<file path="src/rtl/cfg_pkg.sv">
package cfg_pkg;

    localparam int BYTE_W = 8;

    typedef logic [BYTE_W-1:0] byte_t;

    // key bytes seen at the base port
    localparam byte_t KEY_OPEN  = 8'h55;
    localparam byte_t KEY_CLOSE = 8'hAA;

    // global indices
    localparam byte_t IX_DEVNUM = 8'h07;
    localparam byte_t IX_ID     = 8'h20;
    localparam byte_t IX_REV    = 8'h21;
    localparam byte_t IX_ENMAP  = 8'h22;

    // per-device indices
    localparam byte_t IX_ACT    = 8'h30;
    localparam byte_t IX_IOHI   = 8'h60;
    localparam byte_t IX_IOLO   = 8'h61;
    localparam byte_t IX_IRQ    = 8'h70;
    localparam byte_t IX_IRQ2   = 8'h72;
    localparam byte_t IX_DMA    = 8'h74;
    localparam byte_t IX_FMODE  = 8'h90;
    localparam byte_t IX_FOPT   = 8'h91;

    localparam byte_t ID_VALUE  = 8'h02;

    // device numbers that carry optional registers
    localparam int DEV_FLOPPY   = 0;
    localparam int DEV_PARALLEL = 3;
    localparam int DEV_KEYBOARD = 7;

    // devices reflected in the enable map
    localparam int ENMAP_DEVS   = 6;

    typedef enum logic [1:0] {
        LK_LOCKED  = 2'd0,
        LK_ONE_KEY = 2'd1,
        LK_OPEN    = 2'd2
    } lock_state_e;

endpackage

</file>
<file path="src/rtl/cfg_lock_fsm.sv">
module cfg_lock_fsm
    import cfg_pkg::*;
(
    input  logic  clk,
    input  logic  rst_n,
    input  logic  port_wr,
    input  byte_t port_wdata,
    output logic  cfg_open,
    output logic  index_load
);

    lock_state_e state_q, state_d;

    // state register
    always_ff @(posedge clk or negedge rst_n) begin
        if (!rst_n) begin
            state_q <= LK_LOCKED;
        end else begin
            state_q <= state_d;
        end
    end

    // next state
    always_comb begin
        state_d = state_q;
        unique case (state_q)
            LK_LOCKED: begin
                if (port_wr && port_wdata == KEY_OPEN) begin
                    state_d = LK_ONE_KEY;
                end
            end
            LK_ONE_KEY: begin
                if (port_wr) begin
                    state_d = (port_wdata == KEY_OPEN) ? LK_OPEN : LK_LOCKED;
                end
            end
            LK_OPEN: begin
                if (port_wr && port_wdata == KEY_CLOSE) begin
                    state_d = LK_LOCKED;
                end
            end
            default: state_d = LK_LOCKED;
        endcase
    end

    // outputs
    always_comb begin
        cfg_open   = (state_q == LK_OPEN);
        index_load = (state_q == LK_OPEN) && port_wr && (port_wdata != KEY_CLOSE);
    end

    assert_open_needs_key_pair_R1: assert property (@(posedge clk) disable iff (!rst_n)
        (state_q == LK_OPEN && $past(state_q) != LK_OPEN) |->
            ($past(state_q) == LK_ONE_KEY && $past(port_wr) && $past(port_wdata) == KEY_OPEN));

    assert_stray_byte_restarts_R1: assert property (@(posedge clk) disable iff (!rst_n)
        (state_q == LK_ONE_KEY && port_wr && port_wdata != KEY_OPEN) |=> state_q == LK_LOCKED);

    assert_close_key_locks_R2: assert property (@(posedge clk) disable iff (!rst_n)
        (cfg_open && port_wr && port_wdata == KEY_CLOSE) |=> !cfg_open);

endmodule

</file>
<file path="src/rtl/cfg_dev_bank.sv">
module cfg_dev_bank
    import cfg_pkg::*;
#(
    parameter bit HAS_IRQ2 = 1'b0,
    parameter bit HAS_DMA  = 1'b0,
    parameter bit HAS_FDD  = 1'b0
) (
    input  logic                clk,
    input  logic                rst_n,
    input  logic                wr_en,
    input  byte_t               idx,
    input  byte_t               wdata,
    output byte_t               rdata,
    output logic                active,
    output logic [2*BYTE_W-1:0] iobase,
    output byte_t               irq,
    output byte_t               irq2,
    output byte_t               dma,
    output byte_t               fmode,
    output byte_t               fopt
);

    logic  act_q;
    byte_t hi_q, lo_q, irq_q;

    always_ff @(posedge clk or negedge rst_n) begin
        if (!rst_n) begin
            act_q <= 1'b0;
            hi_q  <= '0;
            lo_q  <= '0;
            irq_q <= '0;
        end else if (wr_en) begin
            case (idx)
                IX_ACT:  act_q <= wdata[0];
                IX_IOHI: hi_q  <= wdata;
                IX_IOLO: lo_q  <= wdata;
                IX_IRQ:  irq_q <= wdata;
                default: ;
            endcase
        end
    end

    generate
        if (HAS_IRQ2) begin : g_irq2
            byte_t q;
            always_ff @(posedge clk or negedge rst_n) begin
                if (!rst_n)                      q <= '0;
                else if (wr_en && idx == IX_IRQ2) q <= wdata;
            end
            assign irq2 = q;
        end else begin : g_no_irq2
            assign irq2 = '0;
        end

        if (HAS_DMA) begin : g_dma
            byte_t q;
            always_ff @(posedge clk or negedge rst_n) begin
                if (!rst_n)                     q <= '0;
                else if (wr_en && idx == IX_DMA) q <= wdata;
            end
            assign dma = q;
        end else begin : g_no_dma
            assign dma = '0;
        end

        if (HAS_FDD) begin : g_fdd
            byte_t mode_q, opt_q;
            always_ff @(posedge clk or negedge rst_n) begin
                if (!rst_n) begin
                    mode_q <= '0;
                    opt_q  <= '0;
                end else if (wr_en) begin
                    if (idx == IX_FMODE) mode_q <= wdata;
                    if (idx == IX_FOPT)  opt_q  <= wdata;
                end
            end
            assign fmode = mode_q;
            assign fopt  = opt_q;
        end else begin : g_no_fdd
            assign fmode = '0;
            assign fopt  = '0;
        end
    endgenerate

    assign active = act_q;
    assign iobase = {hi_q, lo_q};
    assign irq    = irq_q;

    // read selection; absent registers are tied to zero above
    always_comb begin
        case (idx)
            IX_ACT:   rdata = {{(BYTE_W-1){1'b0}}, act_q};
            IX_IOHI:  rdata = hi_q;
            IX_IOLO:  rdata = lo_q;
            IX_IRQ:   rdata = irq_q;
            IX_IRQ2:  rdata = irq2;
            IX_DMA:   rdata = dma;
            IX_FMODE: rdata = fmode;
            IX_FOPT:  rdata = fopt;
            default:  rdata = '0;
        endcase
    end

    assert_activate_takes_bit0_R7: assert property (@(posedge clk) disable iff (!rst_n)
        (wr_en && idx == IX_ACT) |=> active == $past(wdata[0]));

    assert_low_byte_only_R7: assert property (@(posedge clk) disable iff (!rst_n)
        (wr_en && idx == IX_IOLO) |=>
            (iobase[BYTE_W-1:0] == $past(wdata) && iobase[2*BYTE_W-1:BYTE_W] == $past(iobase[2*BYTE_W-1:BYTE_W])));

endmodule

</file>
<file path="src/rtl/cfg_port_ctrl.sv">
module cfg_port_ctrl
    import cfg_pkg::*;
#(
    parameter int                ADDR_W    = 16,
    parameter int                NDEV      = 9,
    parameter logic [ADDR_W-1:0] BASE_PRI  = 16'h03F0,
    parameter logic [ADDR_W-1:0] BASE_ALT  = 16'h0370,
    parameter logic [7:0]        REV_VALUE = 8'h01
) (
    input  logic                     clk,
    input  logic                     rst_n,
    input  logic                     base_sel,
    input  logic [ADDR_W-1:0]        bus_addr,
    input  logic                     bus_wr,
    input  logic                     bus_rd,
    input  logic [BYTE_W-1:0]        bus_wdata,
    output logic [BYTE_W-1:0]        bus_rdata,
    output logic [NDEV-1:0]          dev_active,
    output logic [NDEV*2*BYTE_W-1:0] dev_iobase,
    output logic [NDEV*BYTE_W-1:0]   dev_irq,
    output logic [NDEV*BYTE_W-1:0]   dev_irq2,
    output logic [NDEV*BYTE_W-1:0]   dev_dma,
    output logic [NDEV*BYTE_W-1:0]   dev_mode,
    output logic [NDEV*BYTE_W-1:0]   dev_option
);

    localparam int                IO_W    = 2 * BYTE_W;
    localparam logic [ADDR_W-1:0] ADDR_ONE = {{(ADDR_W-1){1'b0}}, 1'b1};
    localparam byte_t             NDEV_B  = byte_t'(NDEV);

    logic [ADDR_W-1:0] base_addr, data_addr;
    logic  hit_base, hit_data;
    logic  port_wr, data_wr, data_rd;
    logic  cfg_open, index_load;
    byte_t idx_q, devnum_q;
    logic  dev_ok;
    byte_t enmap, glob_rd, dev_rd;
    byte_t bank_rd [NDEV];

    // address decode
    always_comb begin
        base_addr = base_sel ? BASE_ALT : BASE_PRI;
        data_addr = base_addr + ADDR_ONE;
        hit_base  = (bus_addr == base_addr);
        hit_data  = (bus_addr == data_addr);
        port_wr   = bus_wr && hit_base;
        data_wr   = bus_wr && hit_data && cfg_open;
        data_rd   = bus_rd && hit_data && cfg_open;
        dev_ok    = (devnum_q < NDEV_B);
    end

    cfg_lock_fsm u_lock (
        .clk        (clk),
        .rst_n      (rst_n),
        .port_wr    (port_wr),
        .port_wdata (bus_wdata),
        .cfg_open   (cfg_open),
        .index_load (index_load)
    );

    // index and device-number registers
    always_ff @(posedge clk or negedge rst_n) begin
        if (!rst_n) begin
            idx_q    <= '0;
            devnum_q <= '0;
        end else begin
            if (index_load)                       idx_q    <= bus_wdata;
            if (data_wr && idx_q == IX_DEVNUM)    devnum_q <= bus_wdata;
        end
    end

    // per-device banks
    generate
        for (genvar d = 0; d < NDEV; d++) begin : g_dev
            localparam bit D_IRQ2 = (d == DEV_KEYBOARD);
            localparam bit D_DMA  = (d == DEV_FLOPPY) || (d == DEV_PARALLEL);
            localparam bit D_FDD  = (d == DEV_FLOPPY);
            logic we;
            assign we = data_wr && (devnum_q == byte_t'(d));
            cfg_dev_bank #(
                .HAS_IRQ2 (D_IRQ2),
                .HAS_DMA  (D_DMA),
                .HAS_FDD  (D_FDD)
            ) u_bank (
                .clk    (clk),
                .rst_n  (rst_n),
                .wr_en  (we),
                .idx    (idx_q),
                .wdata  (bus_wdata),
                .rdata  (bank_rd[d]),
                .active (dev_active[d]),
                .iobase (dev_iobase[d*IO_W +: IO_W]),
                .irq    (dev_irq[d*BYTE_W +: BYTE_W]),
                .irq2   (dev_irq2[d*BYTE_W +: BYTE_W]),
                .dma    (dev_dma[d*BYTE_W +: BYTE_W]),
                .fmode  (dev_mode[d*BYTE_W +: BYTE_W]),
                .fopt   (dev_option[d*BYTE_W +: BYTE_W])
            );
        end
    endgenerate

    // enable map and read mux
    always_comb begin
        enmap = '0;
        for (int i = 0; i < ENMAP_DEVS; i++) begin
            if (i < NDEV) enmap[i] = dev_active[i];
        end
        dev_rd = '0;
        for (int d = 0; d < NDEV; d++) begin
            if (devnum_q == byte_t'(d)) dev_rd = bank_rd[d];
        end
        case (idx_q)
            IX_DEVNUM: glob_rd = devnum_q;
            IX_ID:     glob_rd = ID_VALUE;
            IX_REV:    glob_rd = REV_VALUE;
            IX_ENMAP:  glob_rd = enmap;
            default:   glob_rd = dev_rd;
        endcase
        bus_rdata = data_rd ? glob_rd : '0;
    end

    assert_index_load_R4: assert property (@(posedge clk) disable iff (!rst_n)
        (cfg_open && bus_wr && hit_base && bus_wdata != KEY_CLOSE) |=> idx_q == $past(bus_wdata));

    assert_locked_write_inert_R11: assert property (@(posedge clk) disable iff (!rst_n)
        (!cfg_open && bus_wr && hit_data) |=>
            ($stable(devnum_q) && $stable(dev_active) && $stable(dev_iobase) && $stable(dev_irq)));

    assert_bad_device_inert_R10: assert property (@(posedge clk) disable iff (!rst_n)
        (data_wr && !dev_ok && idx_q != IX_DEVNUM) |=>
            ($stable(dev_active) && $stable(dev_iobase) && $stable(dev_irq) && $stable(dev_dma)));

endmodule

</file>
<file path="config.mk">
export PLATFORM = sky130hd
export DESIGN_NAME = cfg_port_ctrl
export DESIGN_NICKNAME = d
export VERILOG_FILES = /design/src/rtl/cfg_pkg.sv /design/src/rtl/cfg_lock_fsm.sv /design/src/rtl/cfg_dev_bank.sv /design/src/rtl/cfg_port_ctrl.sv
export SDC_FILE = /design/constraint.sdc
export NUM_CORES = 1
export LEC_CHECK = 0
export CELL_PAD_IN_SITES_DETAIL_PLACEMENT = 0
export CELL_PAD_IN_SITES_GLOBAL_PLACEMENT = 1
export CORE_AREA = 2 2 215 217
export CTS_BUF_LIST = sky130_fd_sc_hd__clkbuf_4
export DETAILED_ROUTE_END_ITERATION = 8
export DIE_AREA = 0 0 217 219
export GPL_ROUTABILITY_DRIVEN = 0
export HOLD_SLACK_MARGIN = 0.1
export PLACE_DENSITY = 0.84
export SYNTH_ARGS = -nofsm -noshare
export SYNTH_HDL_FRONTEND = slang
export SYNTH_SLANG_ARGS = --single-unit
export TNS_END_PERCENT = 10
</file>
<file path="constraint.sdc">
create_clock -name clk -period 3.85 [get_ports clk]
set_input_delay 0.385 -clock clk [delete_from_list [all_inputs] [get_ports clk]]
set_output_delay 0.385 -clock clk [all_outputs]
set_load 0.02 [all_outputs]
</file>
### Word-level counts from Yosys, hierarchy flattened

Index checks and enable logic that the tools add are counted.

* $add $sub $neg: 1
* equal/unequal tests: 30
* mux-type cells: 26
* reduce and logical (&&, ||, !) cells: 63

Operators by type and width (count)
* $pmux 8 s4: 7
* $mux 8: 11
* $pmux 8 s5: 2
* $reduce_and 2->1: 38
* $pmux 8 s7: 1
* $eq 8x7->1 const B: 6
* $eq 8x3->1 const B: 5
* $eq 8x6->1 const B: 4
* $eq 8x8->1 const B: 3
* $logic_and 1x1->1: 22
* $eq 16x10->1: 1
* $eq 16x11->1: 1
* $eq 8x2->1 const B: 2
* $add 10x1->11 const B: 1
* $eq 8x1->1 const B: 1
* $eq 8x4->1 const B: 1
* $logic_not 8->1: 1
* $mux 2: 4
* $ne 8x8->1 const B: 1
* $ne 2x1->1 const B: 3
* $pmux 2 s3: 1
* $reduce_and 3->1: 1
* $eq 2x1->1 const B: 1
* $eq 2x2->1 const B: 1
* $logic_not 2->1: 1

* register bits after elaboration: 283
* output and inout bits: 521

### Logic depth before layout (Yosys ltp)

* depth after elaboration: 13
* gate-level depth with buffers: 12
* depth with buffers taken out: 8

### Modules after synthesis

Synthesis repeated with hierarchy kept, for this count alone.

* cells, all modules: 1404
* area total of the unflattened synthesis: 17090.1 um^2

Modules (own cells, without submodules)
* cfg_dev_bank at g_dev[1].u_bank ...: times used 6, cells each 122, area an instance 1519.0 um^2, seq. area each 625.6 um^2
* cfg_dev_bank at g_dev[0].u_bank: times used 1, cells each 174, area an instance 2426.1 um^2, seq. area each 1226.2 um^2
* cfg_dev_bank at g_dev[3].u_bank: times used 1, cells each 154, area an instance 1865.5 um^2, seq. area each 825.8 um^2
* cfg_dev_bank at g_dev[7].u_bank: times used 1, cells each 139, area an instance 1798.0 um^2, seq. area each 825.8 um^2
* cfg_port_ctrl: times used 1, cells each 189, area an instance 1727.9 um^2, seq. area each 400.4 um^2
* cfg_lock_fsm: times used 1, cells each 16, area an instance 158.9 um^2, seq. area each 50.0 um^2

### Least setup slack after synthesis

Ideal clock, no wire load.

* path kind: reg-to-output
* from: reg idx_q[0]
* to: out bus_rdata[0]
* arrival time: 2.757 ns
* path slack: 0.708 ns
* stages on the path, launching flop included: 10
* path buffers: 3
* path through: dfrtp_1 clkbuf_1 or4_1 buf_2 nor4b_4 clkbuf_1 a22oi_1 a21oi_1 nor2_1 a221oi_1

* cells in the longest elaborated chain, start to end: 13

RTL lines
* start: declaration: line cfg_port_ctrl.sv:35 `byte_t idx_q, devnum_q;`
* start signal: assignment: line cfg_port_ctrl.sv:67 `if (index_load) idx_q <= bus_wdata;`
* $eq 8x8->1 (tied with other cells): line cfg_dev_bank.sv:91 `case (idx)`
* $pmux 8 s7: line cfg_dev_bank.sv:91
* $mux 8 (9 in series): line cfg_port_ctrl.sv:110 `if (devnum_q == byte_t'(d)) dev_rd = bank_rd[d];`
* $pmux 8 s4 (*): line cfg_port_ctrl.sv:112 `case (idx_q)`
* $mux 8 (*): line cfg_port_ctrl.sv:119 `bus_rdata = data_rd ? glob_rd : '0;`
* end: declaration: line cfg_port_ctrl.sv:17 `output logic [BYTE_W-1:0] bus_rdata,`

Mark *: on every way between the ends. The rest lies on a longest branch, timed or not.

### Worst setup path after layout

* from: reg idx_q[6]
* to: out bus_rdata[1]

Same word-level chain as after synthesis.

==> run metrics <==
Synth top area share=0.467; core area=45100 sq um; grt total ovfl=0; final hold viol count=0; placed insts=2212; Slew headroom=0.353; fin crit share=1.01; GRT Overall Usage=0.231; Post-Route WL=56800 um; Max Root-Sink Buffers=3; main combinational cell family by area after synthesis=multiplexers; die area=47500 sq um; Die X=217 um; Reg clk slew, reported paths=0.07 ns; synth-to-layout area growth=28.9%; Synth Flop Type=dfrtp_1; Cells after Synth=1316; slew at the pin closest to its max-slew limit=0.970 ns; Simple-Gate Fraction of Synth Area=0.0765; Root Driver=clkbuf_4; Non-Filler Instances=2348; post-route setup slack=-0.0423 ns; Setup Skew=0.0438 ns; Num CTS Buffers=73; Setup WS pre-CTS=-0.0217 ns; Avg Cell Area, Syn=11.5 sq um; Netlist Area Pre-Place=15200 sq um; first-pass GRT wire length=81100 um; io pins=550; Post-route DRC=0; starting density of the core=0.337; synth top area cells=dfrtp_1 47%, mux2_2 19%, buf_4 13%; number of flops mapped to enable cells by yosys=0; Synth cell types=65; initial antenna violation count=2; worst path required time=3.46 ns; clock latency on the worst-skew pair=0.72 ns; Post-synth ARST share=1.00; Finished Core Util=0.434; CTS tree=yes; Seq cells post-synth=283; Fillers=4230; Max FO, Critical Path=11; P per Cell Area=295 nW/um^2; met3 Use GR=0.0750; total number of vias=12088; Max Slew Vio Count=0; multiplexer area fraction after synthesis=0.208; RSZ-0062 raised after global routing=yes; yosys warns=0; antenna-violating nets left=0; maximum VDD drop=154 uV; Synth Area in Compound Gates=0.0998; failing checks=negative setup slack; minimum clock period=3.89 ns; Hold Path Class=primary input to async pin; final setup fails=4; DPL Wire Length=41700 um; Post-Synth Adder-Cell Area=0; largest net degree at the start of global routing=91; WS Path Type=flop to output port; number of vias per cell=5.15; row count=78; Pwr Total=0.00578 W; nets@finish=1734; grt met1 use=0.285; xor/xnor share of the synthesized area=0.000577; number of global-route vias before repair=11904; Initial DRC Count=1131; htree depth=3; clk sinks=283; Die Ht=219 um; IO Port Bufs=301; leakage=9.20 nW; status=finished with violations; share of cells above drive strength 1=0.300; First-pass DRT Iterations=7; Worst EP arrival=3.51 ns; Routed WL per cell=24.2 um; global route hottest layer=met2; sequential share of the synthesized area=0.467; CP Launch Type=flop; highest clock rate=257 MHz; area leader, netlist=dfrtp_1; M2 GR Usage=0.372; Critical Path Sink Type=output port; max cap viols=0
==> final timing paths <==
| kind | from | to | slack (ns) | cells after the start |
|---|---|---|---|---|
| min reg2reg | u_lock.state_q[1] | u_lock.state_q[0] | 0.48 | 1 |
| max reg2reg | u_lock.state_q[0] | g_dev[1].u_bank.hi_q[0] | 0.90 | 7 |
| max | idx_q[6] | bus_rdata[1] | -0.04 | 10 |
| max in group asynchronous | rst_n | g_dev[1].u_bank.hi_q[0] | 2.53 | 3 |
| min in group clk | u_lock.state_q[1] | u_lock.state_q[0] | 0.48 | 1 |
| min | rst_n | g_dev[8].u_bank.lo_q[5] | 0.28 | 2 |
==> layout by cell type (no fill, tap or decap), types with 5 or more instances in the layout <==
cell / instances
nor4bb_1: 5
a222oi_1: 33
nor2_2: 6
and2_1: 5
a22oi_1: 45
nor2b_1: 7
buf_12: 10
a221oi_2: 6
dfrtp_1: 278
nor4_1: 6
nand3_1: 32
conb_1: 248
dfrtp_2: 5
nor2_1: 27
clkdlybuf4s50_1: 292
buf_4: 81
clkinv_1: 13
clkbuf_4: 95
a221oi_1: 11
nand2_1: 76
nand4_1: 7
mux2_2: 260
a22o_1: 10
a21oi_1: 24
nor3_1: 6
buf_6: 8
mux2_1: 20
o21ai_0: 18
==> cell type report <==
type	instances	area, sq um	area share
sequential	283	7090	0.362
multi-input combinational	948	7000	0.358
timing repair buffer	398	3900	0.199
tap	600	751	0.0384
clock buffer	95	713	0.0365
clock inverter	21	110	0.00563
antenna	2	5.00	0.000256
inverter	1	3.75	0.000192
==> flip-flops by register name (all words and copies together), names as in the netlist <==
name                 flops
g_dev.u_bank.lo_q       72
g_dev.u_bank.irq        72
g_dev.u_bank.active      9
g_dev.u_bank.irq2        8
g_dev.u_bank.fopt        8
u_lock.state_q           2
devnum_q                 8
g_dev.u_bank.dma        16
g_dev.u_bank.fmode       8
g_dev.u_bank.hi_q       72
idx_q                    8
==> critical path: stages, from the launching register on <==
cell and delay [ns]:
dfrtp_2 0.43, and4bb_2 0.29, buf_8 0.16, a32o_1 0.25, a222oi_1 0.53, nor2_2 0.11
a21oi_2 0.20, a211o_1 0.18, a221oi_2 0.06, o311a_1 0.41, buf_6 0.16
==> layer usage <==
metal	vias to the layer above	wire [um]
li1	5132	-
met1	6162	22200
met2	675	27000
met3	119	5490
met4	0	2040
met5	-	0
==> synth_stat cells (5+ instances only) <==
library cell,number
buf_2,20
a21oi_1,28
o21ai_1,5
a22oi_1,46
nor2_1,31
o21ai_0,20
nor3_1,10
nand2_1,76
mux2_2,260
nor4_1,8
nand3_1,34
o31ai_1,5
and2_1,6
nor4bb_1,5
mux2_1,20
buf_1,6
a22o_1,10
nand4_1,7
clkbuf_1,46
buf_4,259
a221oi_1,16
a222oi_1,33
o22ai_1,6
dfrtp_1,283
nor2b_1,7
==> through the flow <==
step | hold WS (ns) | cell area [sq um] | setup TNS (ns)
floorplan | 0.0894 | 16100 | 0
global placement | 0.435 | 18300 | 0
detailed placement | 0.455 | 18300 | -0.0217
CTS | 0.256 | 19400 | -0.250
global route | 0.311 | 19600 | -0.662
finish | 0.275 | 19600 | -0.114
==> repair_timing <==
action | in CTS | in global routing
hold endpoints to repair | 87 | 0
buffers inserted | 14 | 3
gates resized for setup | 46 | 30
endpoints found under the setup margin | 8 | 8
pin swaps | 18 | 14
hold buffers | 1 | 0
==> kinds of logic after synthesis <==
kind of cell / after synthesis
buf+inv: 332
compound gates: 196
mux: 281
xor+xnor: 1
simple gates: 222
other cells: 1
flops: 283
==> power by group <==
| part | leakage (nW) | switching (W) | internal, W |
|---|---|---|---|
| Sequential | 3.95 | 0.0000000000502 | 0.00297 |
| Combinational | 4.75 | 0.000348 | 0.0000420 |
| Clock | 0.500 | 0.00121 | 0.00121 |
| Total | 9.20 | 0.00155 | 0.00422 |
No activity file was read; power rests on OpenSTA's default activity.
